## config.mk

```make
export PLATFORM = sky130hd
export DESIGN_NAME = rowtmo_tracker
export DESIGN_NICKNAME = d
export VERILOG_FILES = /design/src/rtl/rowtmo_pkg.sv /design/src/rtl/rowtmo_bank.sv /design/src/rtl/rowtmo_arb.sv /design/src/rtl/rowtmo_tracker.sv
export SDC_FILE = /design/constraint.sdc
export NUM_CORES = 1
export LEC_CHECK = 0
export BUFFER_PORTS_ARGS = -buffer_cell sky130_fd_sc_hd__buf_4
export CAP_MARGIN = 20
export CORE_AREA = 2 2 223 203
export CTS_BUF_LIST = sky130_fd_sc_hd__clkbuf_4
export CTS_CLUSTER_SIZE = 24
export DETAILED_ROUTE_END_ITERATION = 8
export DIE_AREA = 0 0 225 205
export REMOVE_ABC_BUFFERS = 1
export SYNTH_ARGS = -nofsm -noshare
export SYNTH_HDL_FRONTEND = slang
export SYNTH_SLANG_ARGS = --single-unit
```

## constraint.sdc

```tcl
create_clock -name clk -period 3.1 [get_ports clk]
set_clock_uncertainty 0.15 [all_clocks]
set_input_delay 0.155 -clock clk [delete_from_list [all_inputs] [get_ports clk]]
set_output_delay 0.155 -clock clk [all_outputs]
set_load 0.05 [all_outputs]
```

## src/rtl/rowtmo_pkg.sv

```systemverilog
package rowtmo_pkg;

  typedef enum logic [1:0] {
    BK_CLOSED = 2'd0,
    BK_OPEN   = 2'd1,
    BK_ISSUED = 2'd2
  } bank_st_e;

  // Idle time has reached the captured limit.
  function automatic logic idle_lapsed(input logic [31:0] idle, input logic [31:0] limit);
    return idle >= limit;
  endfunction

  // Mask of the bank positions below idx.
  function automatic logic [31:0] below_mask(input int unsigned idx);
    return (32'd1 << idx) - 32'd1;
  endfunction

endpackage

```

## src/rtl/rowtmo_bank.sv

```systemverilog
module rowtmo_bank
  import rowtmo_pkg::*;
#(
  parameter int ROW_W = 14,
  parameter int TMO_W = 14
) (
  input  logic             clk,
  input  logic             rst_n,
  input  logic             act_i,
  input  logic [ROW_W-1:0] act_row_i,
  input  logic             cas_i,
  input  logic             close_page_i,
  input  logic [TMO_W-1:0] tmo_i,
  input  logic             done_i,
  input  logic             ack_i,
  input  logic [ROW_W-1:0] lkp_row_i,
  output logic             is_open_o,
  output logic             pend_o,
  output logic             match_o
);

  bank_st_e         st_q;
  logic [ROW_W-1:0] row_q;
  logic [TMO_W-1:0] idle_q;
  logic [TMO_W-1:0] lim_q;

  logic live;
  logic lapsed;
  logic cas_live;

  assign live      = (st_q == BK_OPEN);
  assign lapsed    = idle_lapsed(32'(idle_q), 32'(lim_q));
  assign cas_live  = cas_i && live;
  assign is_open_o = (st_q != BK_CLOSED);
  assign pend_o    = live && lapsed;
  assign match_o   = is_open_o && (row_q == lkp_row_i);

  always_ff @(posedge clk) begin
    if (!rst_n) begin
      st_q   <= BK_CLOSED;
      row_q  <= '0;
      idle_q <= '0;
      lim_q  <= '0;
    end else if (act_i) begin
      st_q   <= BK_OPEN;
      row_q  <= act_row_i;
      idle_q <= '0;
      lim_q  <= tmo_i;
    end else if (done_i) begin
      st_q <= BK_CLOSED;
    end else if (cas_live) begin
      if (close_page_i) begin
        st_q <= BK_CLOSED;
      end else begin
        idle_q <= '0;
        lim_q  <= tmo_i;
      end
    end else if (ack_i && pend_o) begin
      st_q <= BK_ISSUED;
    end else if (live && !lapsed) begin
      idle_q <= idle_q + {{(TMO_W-1){1'b0}}, 1'b1};
    end
  end


  zero_tmo_chk: assert property (@(posedge clk) disable iff (!rst_n)
    (cas_live && !close_page_i && (tmo_i == '0) && !act_i && !done_i) |=> pend_o);


  close_page_chk: assert property (@(posedge clk) disable iff (!rst_n)
    (cas_live && close_page_i && !act_i && !done_i) |=> (!is_open_o && !pend_o));


  req_hold_chk: assert property (@(posedge clk) disable iff (!rst_n)
    (pend_o && !ack_i && !cas_i && !act_i && !done_i) |=> pend_o);


  cancel_chk: assert property (@(posedge clk) disable iff (!rst_n)
    (cas_live && !close_page_i && (tmo_i != '0) && !act_i && !done_i) |=> !pend_o);


  done_close_chk: assert property (@(posedge clk) disable iff (!rst_n)
    (done_i && !act_i) |=> !is_open_o);


  ack_keeps_open_chk: assert property (@(posedge clk) disable iff (!rst_n)
    (ack_i && pend_o && !act_i && !done_i && !cas_i) |=> (is_open_o && !pend_o));

endmodule

```

## src/rtl/rowtmo_arb.sv

```systemverilog
module rowtmo_arb
  import rowtmo_pkg::*;
#(
  parameter int NB = 8,
  parameter int BW = 3
) (
  input  logic          clk,
  input  logic          rst_n,
  input  logic [NB-1:0] pend_i,
  output logic          req_o,
  output logic [BW-1:0] bank_o,
  output logic [NB-1:0] grant_o
);

  logic found;

  always_comb begin
    grant_o = '0;
    bank_o  = '0;
    found   = 1'b0;
    for (int i = 0; i < NB; i++) begin
      if (pend_i[i] && !found) begin
        grant_o[i] = 1'b1;
        bank_o     = BW'(i);
        found      = 1'b1;
      end
    end
  end

  assign req_o = found;


  grant_onehot_chk: assert property (@(posedge clk) disable iff (!rst_n)
    $onehot0(grant_o));


  lowest_first_chk: assert property (@(posedge clk) disable iff (!rst_n)
    req_o |-> (pend_i[bank_o] && ((32'(pend_i) & below_mask(32'(bank_o))) == 32'd0)));

endmodule

```

## src/rtl/rowtmo_tracker.sv

```systemverilog
module rowtmo_tracker
  import rowtmo_pkg::*;
#(
  parameter int NB    = 8,
  parameter int ROW_W = 14,
  parameter int TMO_W = 14,
  localparam int BW   = $clog2(NB)
) (
  input  logic             clk,
  input  logic             rst_n,
  input  logic             act_valid,
  input  logic [BW-1:0]    act_bank,
  input  logic [ROW_W-1:0] act_row,
  input  logic             cas_valid,
  input  logic [BW-1:0]    cas_bank,
  input  logic             close_page,
  input  logic [TMO_W-1:0] timeout_val,
  input  logic             pre_done,
  input  logic [BW-1:0]    pre_done_bank,
  input  logic             pre_ack,
  input  logic [BW-1:0]    lkp_bank,
  input  logic [ROW_W-1:0] lkp_row,
  output logic             lkp_hit,
  output logic             lkp_conflict,
  output logic             pre_req,
  output logic [BW-1:0]    pre_req_bank,
  output logic [NB-1:0]    bank_open,
  output logic             all_closed
);

  logic [NB-1:0] pend;
  logic [NB-1:0] match;
  logic [NB-1:0] grant;

  for (genvar g = 0; g < NB; g++) begin : g_bank
    logic act_sel, cas_sel, done_sel, ack_sel;
    assign act_sel  = act_valid && (act_bank == BW'(g));
    assign cas_sel  = cas_valid && (cas_bank == BW'(g));
    assign done_sel = pre_done && (pre_done_bank == BW'(g));
    assign ack_sel  = pre_ack && grant[g];

    rowtmo_bank #(.ROW_W(ROW_W), .TMO_W(TMO_W)) u_bank (
      .clk          (clk),
      .rst_n        (rst_n),
      .act_i        (act_sel),
      .act_row_i    (act_row),
      .cas_i        (cas_sel),
      .close_page_i (close_page),
      .tmo_i        (timeout_val),
      .done_i       (done_sel),
      .ack_i        (ack_sel),
      .lkp_row_i    (lkp_row),
      .is_open_o    (bank_open[g]),
      .pend_o       (pend[g]),
      .match_o      (match[g])
    );
  end

  rowtmo_arb #(.NB(NB), .BW(BW)) u_arb (
    .clk     (clk),
    .rst_n   (rst_n),
    .pend_i  (pend),
    .req_o   (pre_req),
    .bank_o  (pre_req_bank),
    .grant_o (grant)
  );

  assign lkp_hit      = match[lkp_bank];
  assign lkp_conflict = bank_open[lkp_bank] && !match[lkp_bank];
  assign all_closed   = (bank_open == '0);


  closed_no_req_chk: assert property (@(posedge clk) disable iff (!rst_n)
    all_closed |-> !pre_req);


  lookup_excl_chk: assert property (@(posedge clk) disable iff (!rst_n)
    !(lkp_hit && lkp_conflict));


  act_opens_chk: assert property (@(posedge clk) disable iff (!rst_n)
    act_valid |=> !all_closed);

endmodule

```

==> results.json <==
{
  "dr.pass1.iters": 5,
  "wl_per_cell_um": 18.19,
  "fp.dieArea_um2": 46130,
  "port_buffers": 75,
  "gp_congestion": 0.9170,
  "cp.buffers_inverters": 2,
  "wl_um": 58880,
  "post-dp-hpwl_um": 39730,
  "postSynthCellCount": 2401,
  "r2r-end": "g_bank[5].u_bank.st_q[1]",
  "synth.distinct_cells": 85,
  "initial_utilization": 0.4440,
  "htreeDepth": 3,
  "end_kind": "output pin",
  "rsz0062_at_grt": "yes",
  "drv_cap": 0,
  "first_global_vias": 16990,
  "crit_chain": "inv_2 -> ha_4 -> a211o_1 -> a21oi_2 -> a31oi_4 -> o21a_1 -> o211ai_1 -> nand3_2 -> a31o_2 -> buf_8",
  "worstSkewPairLatency_ns": 0.82,
  "whs_path_depth": 4,
  "hp-start": "act_row[1]",
  "final_util": 0.5338,
  "fin_ws_ns": -0.1603,
  "grt_max_degree": 80,
  "start_kind": "flip-flop",
  "cts_root_buf": "clkbuf_4",
  "track_usage": 0.2538,
  "synth.most_common_cell": "nand2_1",
  "yosysTopAreaCellShare": 0.3628,
  "syn_area_um2": 19420,
  "reg2reg_slack_ns": 0.10,
  "crit_family": "compound AO/OA/AOI/OAI gates",
  "synth_edf_count": 0,
  "r2r_start": "g_bank[2].u_bank.lim_q[13]",
  "cts_buffers": 97,
  "vias_per_cell": 5.496,
  "finalCritPeriodShare": 1.052,
  "grt_overflow": 0,
  "cp.arrival_ns": 2.96,
  "critical_path.max_stage_delay_ns": 0.34,
  "antenna_found_initial": 5,
  "grt_pass1_wl_um": 92020,
  "critPathMaxFanout": 3,
  "timing.fmax_ghz": 0.3067,
  "hold_viol_final": 0,
  "core.rowCount": 73,
  "avgSynthCellArea_um2": 8.090,
  "synth_ff_type": "dfxtp_1",
  "dp_cells": 2947,
  "drc_errors": 0,
  "ir_drop_mv": 0.3381,
  "num_vias": 17780,
  "hold_path_end": "g_bank[5].u_bank.row_q[1]",
  "synth_top_cells_by_count": "451 x nand2_1, 352 x dfxtp_1, 159 x a21boi_0",
  "syn2layout_area_growth_pct": 20.23,
  "path_clk_slew_ns": 0.06,
  "synthTopCellsByArea": "dfxtp_1 36%, nand2_1 8.7%, ha_1 7.7%, a21boi_0 6.1%, xor2_1 3.7%",
  "fill_cells": 4073,
  "core-area_um2": 43750,
  "powerDensity_nw_per_um2": 430.9,
  "synth-warning-count": 0,
  "ant_nets": 0,
  "drive_gt1_frac": 0.1800,
  "drtIter0Drc": 1120,
  "cp.depth": 10,
  "cts_tree": "yes",
  "synth-seq-area-share": 0.3628,
  "cts.path.max_buffers": 3,
  "slowest_stage": "dfxtp_2",
  "setup_viol": 4,
  "total_leakage_power_nw": 9.023,
  "drv_slew": 0,
  "period_minus_slack_ns": 3.260,
  "pin_count": 76,
  "stdcell_count": 3236,
  "fin_nets": 2772,
  "cts.sinks": 352,
  "required_ns": 2.79,
  "status": "finished with violations",
  "hp-class": "input port to flip-flop",
  "die_y_um": 205,
  "maxSlewHeadroom": 0.3851,
  "holdWs_ns": 0.09072,
  "violations": "negative setup slack",
  "fp.dieW_um": 225,
  "r2r_cells": 12,
  "crit_type": "flip-flop to output pin",
  "tightest_slew_ns": 0.9190,
  "async_flop_share": 0,
  "synth_seq_cells": 352,
  "synth_top_cell_by_area": "dfxtp_1"
}
[flip-flops by register name (all words and copies together), names as in the netlist]
| signal | cells |
|---|---|
| g_bank.u_bank.lim_q | 112 |
| g_bank.u_bank.row_q | 112 |
| g_bank.u_bank.idle_q | 112 |
| g_bank.u_bank.st_q | 16 |
[stage by stage]
step | area, µm² | power, mW | worst slack (ns) | setup TNS (ns)
after floorplan | 18840 | 5.281 | 0.06113 | 0
after global placement | 20410 | 5.736 | 0.3120 | 0
after detailed placement | 20410 | 5.752 | 0.2438 | 0
after CTS | 22980 | 10.13 | -0.2099 | -0.7490
after global routing | 23340 | 10.52 | -0.2890 | -1.010
final | 23350 | 10.06 | -0.1603 | -0.4962
[power breakdown]
part	total (mW)	leakage [nW]	internal, mW	switching, mW
combinational	1.17	5.39	0.453	0.716
clock	4.24	0.760	2.22	2.02
sequential	4.65	2.87	4.60	0.0510
[how the worst max path moves through the flow]
stage / startpoint / endpoint
after CTS: g_bank[7].u_bank.lim_q[7] / pre_req_bank[0]
after detailed placement: g_bank[3].u_bank.idle_q[0] / g_bank[3].u_bank.idle_q[6]
after global placement: g_bank[7].u_bank.idle_q[4] / g_bank[7].u_bank.idle_q[2]
final: g_bank[7].u_bank.lim_q[7] / pre_req_bank[0]
after floorplan: g_bank[6].u_bank.st_q[0] / lkp_conflict
after global routing: g_bank[7].u_bank.lim_q[5] / pre_req_bank[1]
[timing repair]
item / 4_1_cts / 5_1_grt
pin swaps: 35 / 27
buffers inserted: 23 / 11
setup endpoints to repair: 6 / 20
endpoints found under the hold margin: 333 / 0
gates resized for setup: 104 / 56
hold buffers: 72 / 0
[logic make-up after synthesis]
| logic type | share of synthesized area |
|---|---|
| buf+inv | 0.05758 |
| flops | 0.3628 |
| fa+ha+maj | 0.07729 |
| compound gates | 0.1821 |
| simple gates | 0.2394 |
| xor+xnor | 0.06358 |
| mux | 0.01733 |
[layer usage]
layer / wire (µm) / share of wire / track usage
met5: 11 / 0.00019 / 0
met4: 1860 / 0.032 / 0.08822
met3: 3405 / 0.058 / 0.04446
met2: 26710 / 0.45 / 0.4101
met1: 26890 / 0.46 / 0.3410
[cells in the final DEF (no fill, tap or decap), types with 26 or more instances in the layout]
cell type	synthesis	final
buf_4	10	145
a21oi_1	136	126
nand4_1	64	64
clkbuf_4	0	152
o21ai_0	59	52
inv_1	141	136
ha_1	120	100
nor2_1	133	126
mux2i_1	28	28
xnor2_1	59	59
xor2_1	82	82
dfxtp_2	0	33
dfxtp_1	352	311
nand2_1	451	450
nor2b_1	56	54
a21boi_0	159	159
nand3_1	59	58
and3_1	27	26
dlygate4sd3_1	0	71
or4_1	29	29
or3_1	26	26
[worst reg2reg max path, delay by kind of cell, from the launching register on]
| kind | cells | cell delay [ns] |
|---|---|---|
| buf+inv | 4 | 0.96 |
| compound gates | 5 | 0.84 |
| simple gates | 2 | 0.36 |
| flops | 1 | 0.33 |
| fa+ha+maj | 1 | 0.31 |
[area by class of cell]
type	count	area (µm²)	share of cell area
inverters	142	533.0	0.02282
well taps	562	703.2	0.03011
diodes	7	17.52	0.0007501
repair buffers	222	1876	0.08031
flip-flops and latches	352	7118	0.3048
clock buffers	152	1141	0.04886
multi-input cells	1776	11870	0.5083
clock inverters	23	95.09	0.004072
(Power assumes the default switching activity.)
